**src/rtl/core_vwin_pkg.sv**
```systemverilog
package core_vwin_pkg;

  // Comparator selection for one ratio threshold.
  typedef enum logic {
    CMP_BELOW = 1'b0,   // sense*den <  ref*num
    CMP_ABOVE = 1'b1    // sense*den >  ref*num
  } cmpMode_e;

  // Threshold indices inside the datapath comparator bank.
  localparam int unsigned IDX_UV_RISE  = 0;
  localparam int unsigned IDX_UV_FALL  = 1;
  localparam int unsigned IDX_OV_TRIP  = 2;
  localparam int unsigned IDX_OV_REL   = 3;
  localparam int unsigned NUM_THRESH   = 4;

  // Strobes from the datapath to the control.
  typedef struct packed {
    logic belowUvRise;     // below recovery threshold
    logic belowUvFall;     // below falling threshold
    logic aboveOvTrip;     // above overvoltage trip
    logic belowOvRelease;  // below overvoltage release
    logic refZero;         // reference is "off"
  } vwinStrobes_t;

endpackage

```
**src/rtl/vwin_ratio_cmp.sv**
```systemverilog
module vwin_ratio_cmp
  import core_vwin_pkg::*;
#(
  parameter int unsigned SENSE_W = 10,
  parameter int unsigned REF_W   = 10,
  parameter int unsigned COEF_W  = 8,
  parameter int unsigned NUM     = 100,
  parameter int unsigned DEN     = 100,
  parameter cmpMode_e    MODE    = CMP_BELOW
) (
  input  logic [SENSE_W-1:0] senseCode,
  input  logic [REF_W-1:0]   refCode,
  output logic               hit
);

  localparam int unsigned IN_W   = (SENSE_W > REF_W) ? SENSE_W : REF_W;
  localparam int unsigned PROD_W = IN_W + COEF_W;
  localparam logic [PROD_W-1:0] NUM_P = PROD_W'(NUM);
  localparam logic [PROD_W-1:0] DEN_P = PROD_W'(DEN);

  logic [PROD_W-1:0] senseScaled;
  logic [PROD_W-1:0] refScaled;

  assign senseScaled = PROD_W'(senseCode) * DEN_P;
  assign refScaled   = PROD_W'(refCode) * NUM_P;

  generate
    if (MODE == CMP_ABOVE) begin : g_above
      assign hit = senseScaled > refScaled;
    end else begin : g_below
      assign hit = senseScaled < refScaled;
    end
  endgenerate

endmodule

```
**src/rtl/vwin_datapath.sv**
```systemverilog
module vwin_datapath
  import core_vwin_pkg::*;
#(
  parameter int unsigned SENSE_W     = 10,
  parameter int unsigned REF_W       = 10,
  parameter int unsigned COEF_W      = 8,
  parameter int unsigned SCALE       = 100,
  parameter int unsigned UV_RISE_PCT = 92,
  parameter int unsigned UV_FALL_PCT = 90,
  parameter int unsigned OV_TRIP_PCT = 115,
  parameter int unsigned OV_REL_PCT  = 113
) (
  input  logic [SENSE_W-1:0] senseCode,
  input  logic [REF_W-1:0]   refCode,
  output vwinStrobes_t       strobes
);

  localparam int unsigned RATIO [NUM_THRESH] =
    '{UV_RISE_PCT, UV_FALL_PCT, OV_TRIP_PCT, OV_REL_PCT};
  localparam cmpMode_e MODES [NUM_THRESH] =
    '{CMP_BELOW, CMP_BELOW, CMP_ABOVE, CMP_BELOW};

  logic [NUM_THRESH-1:0] hitVec;

  generate
    for (genvar g = 0; g < NUM_THRESH; g++) begin : g_thr
      vwin_ratio_cmp #(
        .SENSE_W (SENSE_W),
        .REF_W   (REF_W),
        .COEF_W  (COEF_W),
        .NUM     (RATIO[g]),
        .DEN     (SCALE),
        .MODE    (MODES[g])
      ) u_cmp (
        .senseCode (senseCode),
        .refCode   (refCode),
        .hit       (hitVec[g])
      );
    end
  endgenerate

  always_comb begin
    strobes.belowUvRise    = hitVec[IDX_UV_RISE];
    strobes.belowUvFall    = hitVec[IDX_UV_FALL];
    strobes.aboveOvTrip    = hitVec[IDX_OV_TRIP];
    strobes.belowOvRelease = hitVec[IDX_OV_REL];
    strobes.refZero        = (refCode == '0);
  end

endmodule

```
**src/rtl/vwin_ctrl.sv**
```systemverilog
module vwin_ctrl
  import core_vwin_pkg::*;
(
  input  logic         clk,
  input  logic         porN,
  input  vwinStrobes_t strobes,
  input  logic         softStartDone,
  output logic         powerGood,
  output logic         underVolt,
  output logic         overVoltRaw,
  output logic         overVoltLatched
);

  logic uvNext;
  logic tripNow;
  logic ovNext;
  logic latchNext;
  logic pgNext;

  always_comb begin
    // Undervoltage hysteresis: recovery threshold while low, falling one while good.
    uvNext    = underVolt ? strobes.belowUvRise : strobes.belowUvFall;
    tripNow   = strobes.aboveOvTrip && !strobes.refZero;
    ovNext    = overVoltRaw ? !(strobes.belowOvRelease || strobes.refZero) : tripNow;
    latchNext = overVoltLatched || tripNow;
    pgNext    = !uvNext && !latchNext && softStartDone && !strobes.refZero;
  end

  always_ff @(posedge clk or negedge porN) begin
    if (!porN) begin
      underVolt       <= 1'b1;
      overVoltRaw     <= 1'b0;
      overVoltLatched <= 1'b0;
      powerGood       <= 1'b0;
    end else begin
      underVolt       <= uvNext;
      overVoltRaw     <= ovNext;
      overVoltLatched <= latchNext;
      powerGood       <= pgNext;
    end
  end

  // latch never drops outside reset
  p_latch_sticky_r6: assert property (@(posedge clk) disable iff (!porN)
    overVoltLatched |=> overVoltLatched);

  // a raw trip is always accompanied by the latch
  p_raw_has_latch_r4: assert property (@(posedge clk) disable iff (!porN)
    overVoltRaw |-> overVoltLatched);

  // power-good excludes undervoltage and latched overvoltage
  p_pg_window_r7: assert property (@(posedge clk) disable iff (!porN)
    powerGood |-> (!underVolt && !overVoltLatched));

  // power-good needs soft-start done in the sampled cycle
  p_pg_softstart_r7: assert property (@(posedge clk) disable iff (!porN)
    powerGood |-> $past(softStartDone));

  // zero reference pulls power-good and the raw comparator low
  p_zero_ref_r8: assert property (@(posedge clk) disable iff (!porN)
    strobes.refZero |=> (!powerGood && !overVoltRaw));

  // falling threshold sets undervoltage
  p_uv_fall_r2: assert property (@(posedge clk) disable iff (!porN)
    (!underVolt && strobes.belowUvFall) |=> underVolt);

endmodule

```
**src/rtl/core_vwin_monitor.sv**
```systemverilog
module core_vwin_monitor
  import core_vwin_pkg::*;
#(
  parameter int unsigned SENSE_W     = 10,
  parameter int unsigned REF_W       = 10,
  parameter int unsigned COEF_W      = 8,
  parameter int unsigned SCALE       = 100,
  parameter int unsigned UV_RISE_PCT = 92,
  parameter int unsigned UV_FALL_PCT = 90,
  parameter int unsigned OV_TRIP_PCT = 115,
  parameter int unsigned OV_REL_PCT  = 113
) (
  input  logic               clk,
  input  logic               porN,
  input  logic [SENSE_W-1:0] senseCode,
  input  logic [REF_W-1:0]   refCode,
  input  logic               softStartDone,
  output logic               powerGood,
  output logic               underVolt,
  output logic               overVoltRaw,
  output logic               overVoltLatched
);

  vwinStrobes_t strobes;

  vwin_datapath #(
    .SENSE_W     (SENSE_W),
    .REF_W       (REF_W),
    .COEF_W      (COEF_W),
    .SCALE       (SCALE),
    .UV_RISE_PCT (UV_RISE_PCT),
    .UV_FALL_PCT (UV_FALL_PCT),
    .OV_TRIP_PCT (OV_TRIP_PCT),
    .OV_REL_PCT  (OV_REL_PCT)
  ) u_dp (
    .senseCode (senseCode),
    .refCode   (refCode),
    .strobes   (strobes)
  );

  vwin_ctrl u_ctrl (
    .clk             (clk),
    .porN            (porN),
    .strobes         (strobes),
    .softStartDone   (softStartDone),
    .powerGood       (powerGood),
    .underVolt       (underVolt),
    .overVoltRaw     (overVoltRaw),
    .overVoltLatched (overVoltLatched)
  );

endmodule

```
**config.mk**
```make
export PLATFORM = sky130hd
export DESIGN_NAME = core_vwin_monitor
export DESIGN_NICKNAME = d
export VERILOG_FILES = /design/src/rtl/core_vwin_pkg.sv /design/src/rtl/vwin_ratio_cmp.sv /design/src/rtl/vwin_datapath.sv /design/src/rtl/vwin_ctrl.sv /design/src/rtl/core_vwin_monitor.sv
export SDC_FILE = /design/constraint.sdc
export NUM_CORES = 1
export LEC_CHECK = 0
export BUFFER_PORTS_ARGS = -buffer_cell sky130_fd_sc_hd__buf_2
export CORE_ASPECT_RATIO = 1.5
export CORE_UTILIZATION = 30
export CTS_CLUSTER_SIZE = 16
export DETAILED_ROUTE_END_ITERATION = 10
export PLACE_DENSITY = 0.43
export SETUP_SLACK_MARGIN = 0.3
export SLEW_MARGIN = 20
export SYNTH_ARGS = -nofsm -noshare
export SYNTH_HDL_FRONTEND = slang
export SYNTH_HIERARCHICAL = 1
export SYNTH_SLANG_ARGS = --single-unit
```
**constraint.sdc**
```tcl
create_clock -name clk -period 1.9 [get_ports clk]
set_input_delay 0.57 -clock clk [delete_from_list [all_inputs] [get_ports clk]]
set_output_delay 0.57 -clock clk [all_outputs]
set_load 0.05 [all_outputs]
```
==> metrics.txt, run 1 <==
RSZ-0062 raised after global routing true; CTS buffer count 3; Starting DRT DRC Count 196; CP startpoint kind primary input; WP buf/inv 6; DP Worst Slack -3448 ps; CTS clk-pin slew, worst paths 30 ps; cell taking the most area after synthesis ha_1; global route total overflow 0; Pint 6.949 mW; Synth top cells by count 342 x ha_1, 227 x inv_1, 78 x fa_1, 72 x a21oi_1; number of synthesized flops with an enable pin 0; DRT Pass-1 Iters 4; vias in the first global route 9,378; VDD IR max 897.0 uV; number of top-level pins 27; Gate power share 96.4%; Final Util 41.27%; H-tree Lvls 1; Psw 6.465 mW; critical path, cell by cell buf_12, buf_12, clkinvlp_4, fa_1, inv_1, ha_1, ha_1, inv_1, fa_1, inv_2, ha_4, and3_4, a2111oi_4, a21oi_2, a21boi_2, xor2_1, ha_1, nand4_1, nor3_4, a211oi_2, o21ai_1, a311oi_2, nand2b_4, a21oi_2; async set or reset register ratio after synthesis 100.0%; hpwl dp between 20,000 and 30,000 um; post-layout worst setup margin -3070 ps; period utilization 261.6%; Worst slew margin a little over two thirds; Synth Instances 1,144; Die Area 34,420 um^2; Net count, final 1,910; Worst EP arrival about 5100 ps; Synth Flop Type dfrtp_1; area post-placement 13,150 um^2; synth warn 6; Mapped Avg Cell Area 8.829 um^2; # DRC 0; WHS 141.4 ps; Via-to-Cell Ratio 4.692; CTS tree built; Buffers on Ports 26; design area 13,550 um^2; wire per inst ~15 um; run status finished with violations; Hold WC Path Type in2async; total power roughly 13 mW; CP top delay family adder cells; Clk pwr share 2.6%; final setup TNS -11,740 ps; Die W 151.8 um; failing checks setup timing; Clock Tree Buf Depth 2; final WL 27,490 um; Sw Share 48.20%; Layout area overhead 34.15%; Max Fanout on Critical Path 4; clk_skew 1.974 ps; Cell Area, Synth around 10,000 um^2; Least-Margin Pin Slew between 400 and 500 ps; synth top area cells ha_1 42%, fa_1 15%, inv_1 8.4%; fraction of layout cells with a size suffix above 1 about 28%; CP max stage cell fa_1; Crit Path Category in2reg; clock sinks 4; crit-path most repeated cell ha_1; Final Slew Violations 0; Max Cap Viol 0; Yosys top cell area share 42.36%; DIE HEIGHT 226.7 um; crit-path max cell delay 550 ps; post-route ant nets 0; Seq/Total Area, Yosys 1.003%; GRT Total Usage approximately 16%; CP Capture Type flop; Syn Nets 1,587; Worst EP required 2010 ps; most common cell in the netlist ha_1; worst skew pair latency 230 ps; placed cells 1,868; fin cells 1,882; Power per Cell Area 989.9 nW/um^2; routability cong. 0.8020; # setup viols final 4; Fmax approximately 0.2 GHz; Std-Cell Rows 81; min Tclk post-route about 5000 ps; global-route wire length before repair 45,980 um; routed vias 8,831; Static Leak 7.416 nW; Initial Util a little under a third; CTS Root Cell clkbuf_16; part of the power in registers 1.0%; synth unique cells 71; initial antenna violation count 3; core area approximately 33,000 um^2; register bit count reported by yosys 4; pin count of the biggest net entering global routing 12; final hold vios 0
flip-flops by register name, indices dropped and copies added, names as in the netlist:
name,cells
u_ctrl/underVolt,1
u_ctrl/overVoltLatched,1
u_ctrl/powerGood,1
u_ctrl/overVoltRaw,1
layout by cell type (no fill, tap or decap), types with 7 or more instances in the layout:
cell type	Yosys	layout
xnor2_1	41	40
fa_1	78	78
inv_1	227	213
o21ai_1	5	10
inv_2	0	11
o21a_1	8	8
buf_2	1	20
and3_1	9	8
nor2_1	37	37
o211ai_1	9	9
nor2b_1	9	9
nand2b_1	9	8
nand4_1	12	12
a21oi_2	3	8
a21o_1	34	34
ha_4	0	14
nand2_1	34	32
buf_6	1	7
ha_1	342	327
buf_4	0	287
nand3_1	25	24
o21ai_0	24	18
nor3_1	17	14
a21oi_1	72	66
xor2_1	41	40
layout make-up:
| class | count | area [um^2] |
|---|---|---|
| inverter | 227 | 863.3 |
| tap | 415 | 519.2 |
| antenna | 1 | 2.502 |
| clock buffer | 4 | 78.83 |
| fill | 3449 | 19290 |
| timing repair buffer | 321 | 2456 |
| sequential | 4 | 101.3 |
| multi-input combinational | 910 | 9529 |
cell families (layout without fill, tap and decap cells):
| group | after synthesis | count (layout) | synth area share, % |
|---|---|---|---|
| adders and majority gates | 420 | 420 | 57.82 |
| and+or+nand+nor | 188 | 188 | 9.984 |
| DFF | 4 | 4 | 1.003 |
| muxes | 3 | 3 | 0.3468 |
| buffers and inverters | 230 | 552 | 8.634 |
| other | 0 | 1 | 0 |
| AOI/OAI and AO/OA | 217 | 217 | 15.10 |
| xor gates and xnor gates | 82 | 82 | 7.110 |
worst paths after layout:
kind / cells after the start / start / end / slack (ps)
min in group clk: 1 / u_ctrl/overVoltLatched$_DFF_PN0_ / u_ctrl/powerGood$_DFF_PN0_ / 500
max reg2reg: 2 / u_ctrl/underVolt$_DFF_PN1_ / u_ctrl/powerGood$_DFF_PN0_ / 760
max in group asynchronous: 1 / porN / u_ctrl/underVolt$_DFF_PN1_ / 1550
max: 24 / refCode[3] / u_ctrl/overVoltRaw$_DFF_PN0_ / -3070
min reg2reg: 1 / u_ctrl/overVoltLatched$_DFF_PN0_ / u_ctrl/powerGood$_DFF_PN0_ / 500
min: 1 / porN / u_ctrl/overVoltRaw$_DFF_PN0_ / 140
layer usage:
metal / vias to the layer above / wire length [um] / track usage [%]
met3: 17 / 95 / 0.2102
met2: 32 / 15540 / 34.21
met5: - / 0 / 0
met4: 0 / 482 / 2.742
li1: 4616 / - / -
met1: 4166 / 11370 / 18.51
power groups by stage:
| stage | clock [mW] | combinational (mW) | sequential [mW] |
|---|---|---|---|
| final | 0.342 | 12.9 | 0.141 |
| after global placement | 0 | 12.2 | 0.136 |
| after global routing | 0.357 | 14.7 | 0.144 |
| after floorplan | 0 | 7.69 | 0.211 |
| after CTS | 0.346 | 12.6 | 0.136 |
| after detailed placement | 0 | 12.3 | 0.137 |
timing repair:
action,4_1_cts,5_1_grt
hold buffers,0,0
setup buffers,5,4
pin swaps,28,23
endpoints found under the setup margin,4,5
gates resized for setup,25,33
Note: power is estimated with default switching activity, not from simulation.
==> inputs of run 2 (changes only) <==
CELL_PAD_IN_SITES_DETAIL_PLACEMENT = 0   (was default)
CELL_PAD_IN_SITES_GLOBAL_PLACEMENT = 1   (was default)
PLACE_DENSITY = 0.53   (was 0.43)
==> run 2 against run 1 <==
Compared with the run above: the run still ends with setup timing left; clock skew barely moved; critical path depth is 3 lower; die area is the same; final cell count down 0.53%; clock power increased by 1%; sequential share of layout area is essentially flat; register-to-register slack got worse by 30 ps; combinational power barely moved; critical endpoint unchanged; largest power group unchanged.
==> metrics.txt, run 2 (synthesized netlist as in run 1, its figures left out) <==
run status finished with violations (unchanged); failing checks setup timing (unchanged); clock sinks 4 (unchanged); # DRC 0 (unchanged); Initial Util 30.76% (unchanged); Clock Tree Buf Depth 2 (unchanged); global route total overflow 0 (unchanged); CTS clk-pin slew, worst paths 30 ps (about the same); final setup TNS -11,590 ps (was -11,740 ps); Worst slew margin 69.48% (was 70.58%); CP Capture Type flop (unchanged); routed vias 8,825 (was 8,831); H-tree Lvls 1 (unchanged); Die Area 34,420 um^2 (unchanged); R2R cell count 2 (unchanged); Power per Cell Area 969.6 nW/um^2 (was 989.9 nW/um^2); GRT Max-Usage Layer met2 (unchanged); M1 GR Usage 18.13% (was 18.51%); wire per inst 14.53 um (was 14.61 um); Final Slew Violations 0 (unchanged); Max Cap Viol 0 (unchanged); R2R Path Start u_ctrl/underVolt$_DFF_PN1_ (unchanged); Buffers on Ports 26 (unchanged); Fmax 0.2028 GHz (was 0.2012 GHz); RR Endpoint u_ctrl/powerGood$_DFF_PN0_ (unchanged); Register Area 101.3 um^2 (unchanged); Die W 151.8 um (unchanged); post-route ant nets 0 (unchanged); fraction of layout cells with a size suffix above 1 27.45% (was 28.24%); final hold vios 0 (unchanged); Net count, final 1,901 (was 1,910); most common cell after layout, fill and taps aside ha_1 (unchanged); VDD IR max 807.1 uV (was 897.0 uV); CP startpoint kind primary input (unchanged); Static Leak 7.343 nW (was 7.416 nW); number of top-level pins 27 (unchanged); WHS 144.4 ps (was 141.4 ps); CTS Root Cell clkbuf_16 (unchanged); pin count of the biggest net entering global routing 10 (was 12); Layout area overhead 33.62% (was 34.15%); Antenna Cells 0 (was 1); Least-Margin Pin Slew 446.3 ps (was 430.2 ps); min Tclk post-route 4931 ps (was 4970 ps); routability cong. 0.7913 (was 0.8020); Worst EP required 2050 ps (was 2010 ps); final WL 27,200 um (was 27,490 um); global-route wire length before repair 45,360 um (was 45,980 um); vias in the first global route 9,434 (was 9,378); Starting DRT DRC Count 147 (was 196); DIE HEIGHT 226.7 um (unchanged); GR met3 Demand/Resource 0.6116% (was 0.2102%); period utilization 259.5% (was 261.6%); post-layout worst setup margin -3031 ps (was -3070 ps); CTS buffer count 3 (unchanged); DRT Pass-1 Iters 4 (unchanged); clk_skew 1.512 ps (was 1.974 ps); core area 32,840 um^2 (unchanged); # setup viols final 4 (unchanged); fill count 3,388 (was 3,449); Worst EP arrival 5080 ps (about the same); initial antenna violation count 0 (was 3); Via-to-Cell Ratio 4.714 (was 4.692); most frequent cells in the layout 321 x ha_1, 280 x buf_4, 215 x inv_1 (was 327 x ha_1, 287 x buf_4, 213 x inv_1); worst skew pair latency 230 ps (about the same); Hold WC Path Type in2async (unchanged); Final Util 41.10% (was 41.27%); RSZ-0062 raised after global routing true (unchanged); Std-Cell Rows 81 (unchanged); met2 usage 33.97% (was 34.21%); hpwl dp 24,760 um (was 25,120 um); GRT Total Usage 16.32% (was 16.44%); total power 13.09 mW (was 13.41 mW); R2R Setup Slk 730 ps (was 760 ps); DP Worst Slack -3454 ps (was -3448 ps); CTS tree built (unchanged); Crit Path Category in2reg (unchanged); area of the multi-input gates 9522 um^2 (was 9529 um^2); Max Fanout on Critical Path 3 (was 4)
==> run 2: critical path, stage by stage <==
cell and delay (ps):
buf_8 90, clkinvlp_4 110, buf_4 150, fa_1 500, fa_1 510, inv_1 40
ha_1 280, ha_1 300, ha_1 340, a21o_1 210, a21o_1 170, a21oi_1 210
o21ai_0 160, xnor2_1 150, ha_1 260, and4_1 210, nand2_1 110, o21bai_2 230
a21oi_4 230, nand2b_1 90, a21oi_1 150
==> run 2: repair_timing <==
| item | CTS | global route |
|---|---|---|
| endpoints found under the setup margin | 5 | 4 |
| cloned | 0 | 0 |
| gates resized for setup | 25 | 25 |
| buffers inserted | 4 | 2 |
| pin swaps | 12 | 23 |
| endpoints found under the hold margin | 0 | 0 |
| hold buffers | 0 | 0 |
==> run 2: final cells by class <==
class                           instances  area share, %
Tap cell                              415          3.847
Timing Repair Buffer                  312          17.87
Inverter                              227          6.397
Clock buffer                            4         0.5840
Multi-Input combinational cell        910          70.55
Sequential cell                         4         0.7509
==> run 2: routing by layer <==
| metal | wire length [um] | vias up | part of all wire, % |
|---|---|---|---|
| li1 | - | 4610 | - |
| met1 | 11340 | 4151 | 42 |
| met2 | 15140 | 47 | 56 |
| met3 | 257 | 17 | 0.94 |
| met4 | 464 | 0 | 1.7 |
| met5 | 0 | - | 0 |
==> run 2: metrics by stage <==
step	area, um^2	cells
floorplan	10340	1144
global placement	13140	1862
detailed placement	13140	1862
CTS	13360	1870
global route	13500	1872
finish	13500	1872
==> run 2: worst max-delay path by stage <==
stage | start | end | slack, ps | depth (start not counted)
after floorplan | refCode[4] | u_ctrl/overVoltLatched$_DFF_PN0_ | -2830 | 20
after global placement | refCode[3] | u_ctrl/overVoltRaw$_DFF_PN0_ | -3410 | 21
after detailed placement | refCode[3] | u_ctrl/overVoltRaw$_DFF_PN0_ | -3450 | 21
after CTS | refCode[3] | u_ctrl/overVoltRaw$_DFF_PN0_ | -3030 | 22
after global routing | refCode[4] | u_ctrl/overVoltRaw$_DFF_PN0_ | -3250 | 24
final | refCode[4] | u_ctrl/overVoltRaw$_DFF_PN0_ | -3030 | 21
==> run 2: power breakdown <==
part           leakage, nW  total, mW  internal (mW)  switching, mW
Clock               0.0382      0.347          0.278         0.0686
Combinational         7.26       12.6           6.43           6.17
Sequential          0.0455      0.143          0.119         0.0238
==> inputs of run 3 (changes only) <==
SETUP_SLACK_MARGIN = default   (was 0.3)
==> run 3 against run 2 <==
Compared with the run above: the run still ends with setup timing left; setup slack got worse by 0.71 ps; largest cell class unchanged; critical path type unchanged; maximum frequency hardly changed; critical endpoint unchanged; global-route usage is the same; highest routed layer unchanged; first-iteration DRC count down 0.68%; clock power is essentially flat; die area unchanged; final cell count is the same; worst hold slack got worse by 0.57 ps; sequential cell count unchanged.
==> metrics.txt, run 3 (synthesized netlist as in run 1, its figures left out) <==
Static Leak 7.342 nW (was 7.343 nW); Starting DRT DRC Count 146 (was 147); initial antenna violation count 0 (unchanged); run status finished with violations (unchanged); post-layout worst setup margin -3032 ps (was -3031 ps); Crit Path Category in2reg (unchanged); Via-to-Cell Ratio 4.710 (was 4.714); Sw Share 47.84% (was 47.83%); Worst EP required 2050 ps (about the same); number of top-level pins 27 (unchanged); Fmax 0.2028 GHz (about the same); Least-Margin Pin Slew 447.4 ps (was 446.3 ps); # setup viols final 4 (unchanged); part of the power in registers 1.1% (about the same); clock sinks 4 (unchanged); Final Slew Violations 0 (unchanged); post-route ant nets 0 (unchanged); Max Fanout on Critical Path 3 (unchanged); wire per inst 14.53 um (about the same); Antenna Cells 0 (unchanged); fraction of layout cells with a size suffix above 1 27.45% (unchanged); CTS buffer count 3 (unchanged); Std-Cell Rows 81 (unchanged); period utilization 259.6% (was 259.5%); final setup TNS -11,580 ps (was -11,590 ps); Initial Util 30.76% (unchanged); final hold vios 0 (unchanged); Die Area 34,420 um^2 (unchanged); Pint 6.822 mW (was 6.828 mW); core area 32,840 um^2 (unchanged); pin count of the biggest net entering global routing 10 (unchanged); most frequent cells in the layout 321 x ha_1, 279 x buf_4, 215 x inv_1 (was 321 x ha_1, 280 x buf_4, 215 x inv_1); Buffers on Ports 26 (unchanged); failing checks setup timing (unchanged); DRT Pass-1 Iters 4 (unchanged); VDD IR max 785.1 uV (was 807.1 uV); # DRC 0 (unchanged); Die W 151.8 um (unchanged); RSZ-0062 raised after global routing true (unchanged); CP startpoint kind primary input (unchanged); fill count 3,387 (was 3,388); worst skew pair latency 230 ps (about the same); min Tclk post-route 4932 ps (was 4931 ps); final WL 27,210 um (was 27,200 um); Max Cap Viol 0 (unchanged); Worst slew margin 69.40% (was 69.48%); Psw 6.257 mW (was 6.259 mW); met2 WL post-DR 15,140 um (about the same); Gate power share 96.3% (about the same); Net count, final 1,901 (unchanged); CP Capture Type flop (unchanged); global route total overflow 0 (unchanged); vias in the first global route 9,434 (unchanged); global-route wire length before repair 45,360 um (unchanged); Power per Cell Area 969.2 nW/um^2 (was 969.6 nW/um^2); GRT Total Usage 16.32% (unchanged); DIE HEIGHT 226.7 um (unchanged); total power 13.08 mW (was 13.09 mW); most common cell after layout, fill and taps aside ha_1 (unchanged); DR top layer met4 (unchanged); Clk pwr share 2.6% (about the same); Hold WC Path Type in2async (unchanged); routability cong. 0.7913 (unchanged); CTS tree built (unchanged); routed vias 8,818 (was 8,825); CTS clk-pin slew, worst paths 30 ps (about the same); Clock Tree Buf Depth 2 (unchanged); H-tree Lvls 1 (unchanged); Layout area overhead 33.59% (was 33.62%); Worst EP arrival 5080 ps (about the same); clk_skew 1.577 ps (was 1.512 ps); met3 WL 240 um (was 257 um); hpwl dp 24,760 um (unchanged); CTS Root Cell clkbuf_16 (unchanged); met1 wire length 11,360 um (was 11,340 um)
-- run 3: critical path: stages --
cell and delay [ps]:
buf_8 90, clkinvlp_4 110, buf_4 150, fa_1 500
fa_1 510, inv_1 40, ha_1 280, ha_1 300
ha_1 340, a21o_1 210, a21o_1 170, a21oi_1 210
o21ai_0 160, xnor2_1 150, ha_1 260, and4_1 210
nand2_1 110, o21bai_2 230, a21oi_4 230, nand2b_1 80
a21oi_1 160
-- run 3: final cells by class --
type	instances	area, um^2	area share [%]
Sequential cell	4	101.3	0.7510
Inverter	227	863.3	6.398
Multi-Input combinational cell	910	9522	70.56
Clock buffer	4	78.83	0.5841
Timing Repair Buffer	312	2410	17.86
Tap cell	415	519.2	3.848
-- run 3: worst paths after layout --
check / from / to / slack (ps) / depth (start not counted)
worst max-delay path: refCode[4] / u_ctrl/overVoltRaw$_DFF_PN0_ / -3030 / 21
worst min-delay path: porN / u_ctrl/powerGood$_DFF_PN0_ / 140 / 1
worst max register to register: u_ctrl/underVolt$_DFF_PN1_ / u_ctrl/powerGood$_DFF_PN0_ / 740 / 2
worst min register to register: u_ctrl/overVoltLatched$_DFF_PN0_ / u_ctrl/powerGood$_DFF_PN0_ / 520 / 1
max in group asynchronous: porN / u_ctrl/underVolt$_DFF_PN1_ / 1550 / 1
min in group clk: u_ctrl/overVoltLatched$_DFF_PN0_ / u_ctrl/powerGood$_DFF_PN0_ / 520 / 1
-- run 3: power by group through the flow --
stage / Clock, mW / Sequential (mW) / Combinational, mW
after global placement: 0 / 0.144 / 12.2
after detailed placement: 0 / 0.144 / 12.3
final: 0.346 / 0.143 / 12.6
after floorplan: 0 / 0.211 / 7.69
after CTS: 0.353 / 0.143 / 12.6
after global routing: 0.358 / 0.145 / 14.3
-- run 3: metal layers --
layer	vias to the layer above	GRT usage, %
li1	4611	-
met2	47	33.97
met5	-	0
met1	4143	18.13
met3	17	0.6116
met4	0	2.613
-- run 3: repair_timing --
item	4_1_cts	5_1_grt
endpoints found under the setup margin	4	4
hold buffers	0	0
gates resized for setup	24	25
pin swaps	12	23
buffers inserted	4	2
-- run 3: metrics by stage --
stage          instance area, um^2  hold slack (ps)  utilization [%]  setup slack [ps]  cells
3_3_place_gp                 13140            384.0            40.03             -3414   1862
2_1_floorplan                10340            274.4                -             -2833   1144
4_1_cts                      13360            145.2            40.69             -3026   1870
3_5_place_dp                 13140            386.0            40.03             -3454   1862
6_report                     13490            143.8            41.10             -3032   1872
5_1_grt                      13490            150.2            41.10             -3250   1872
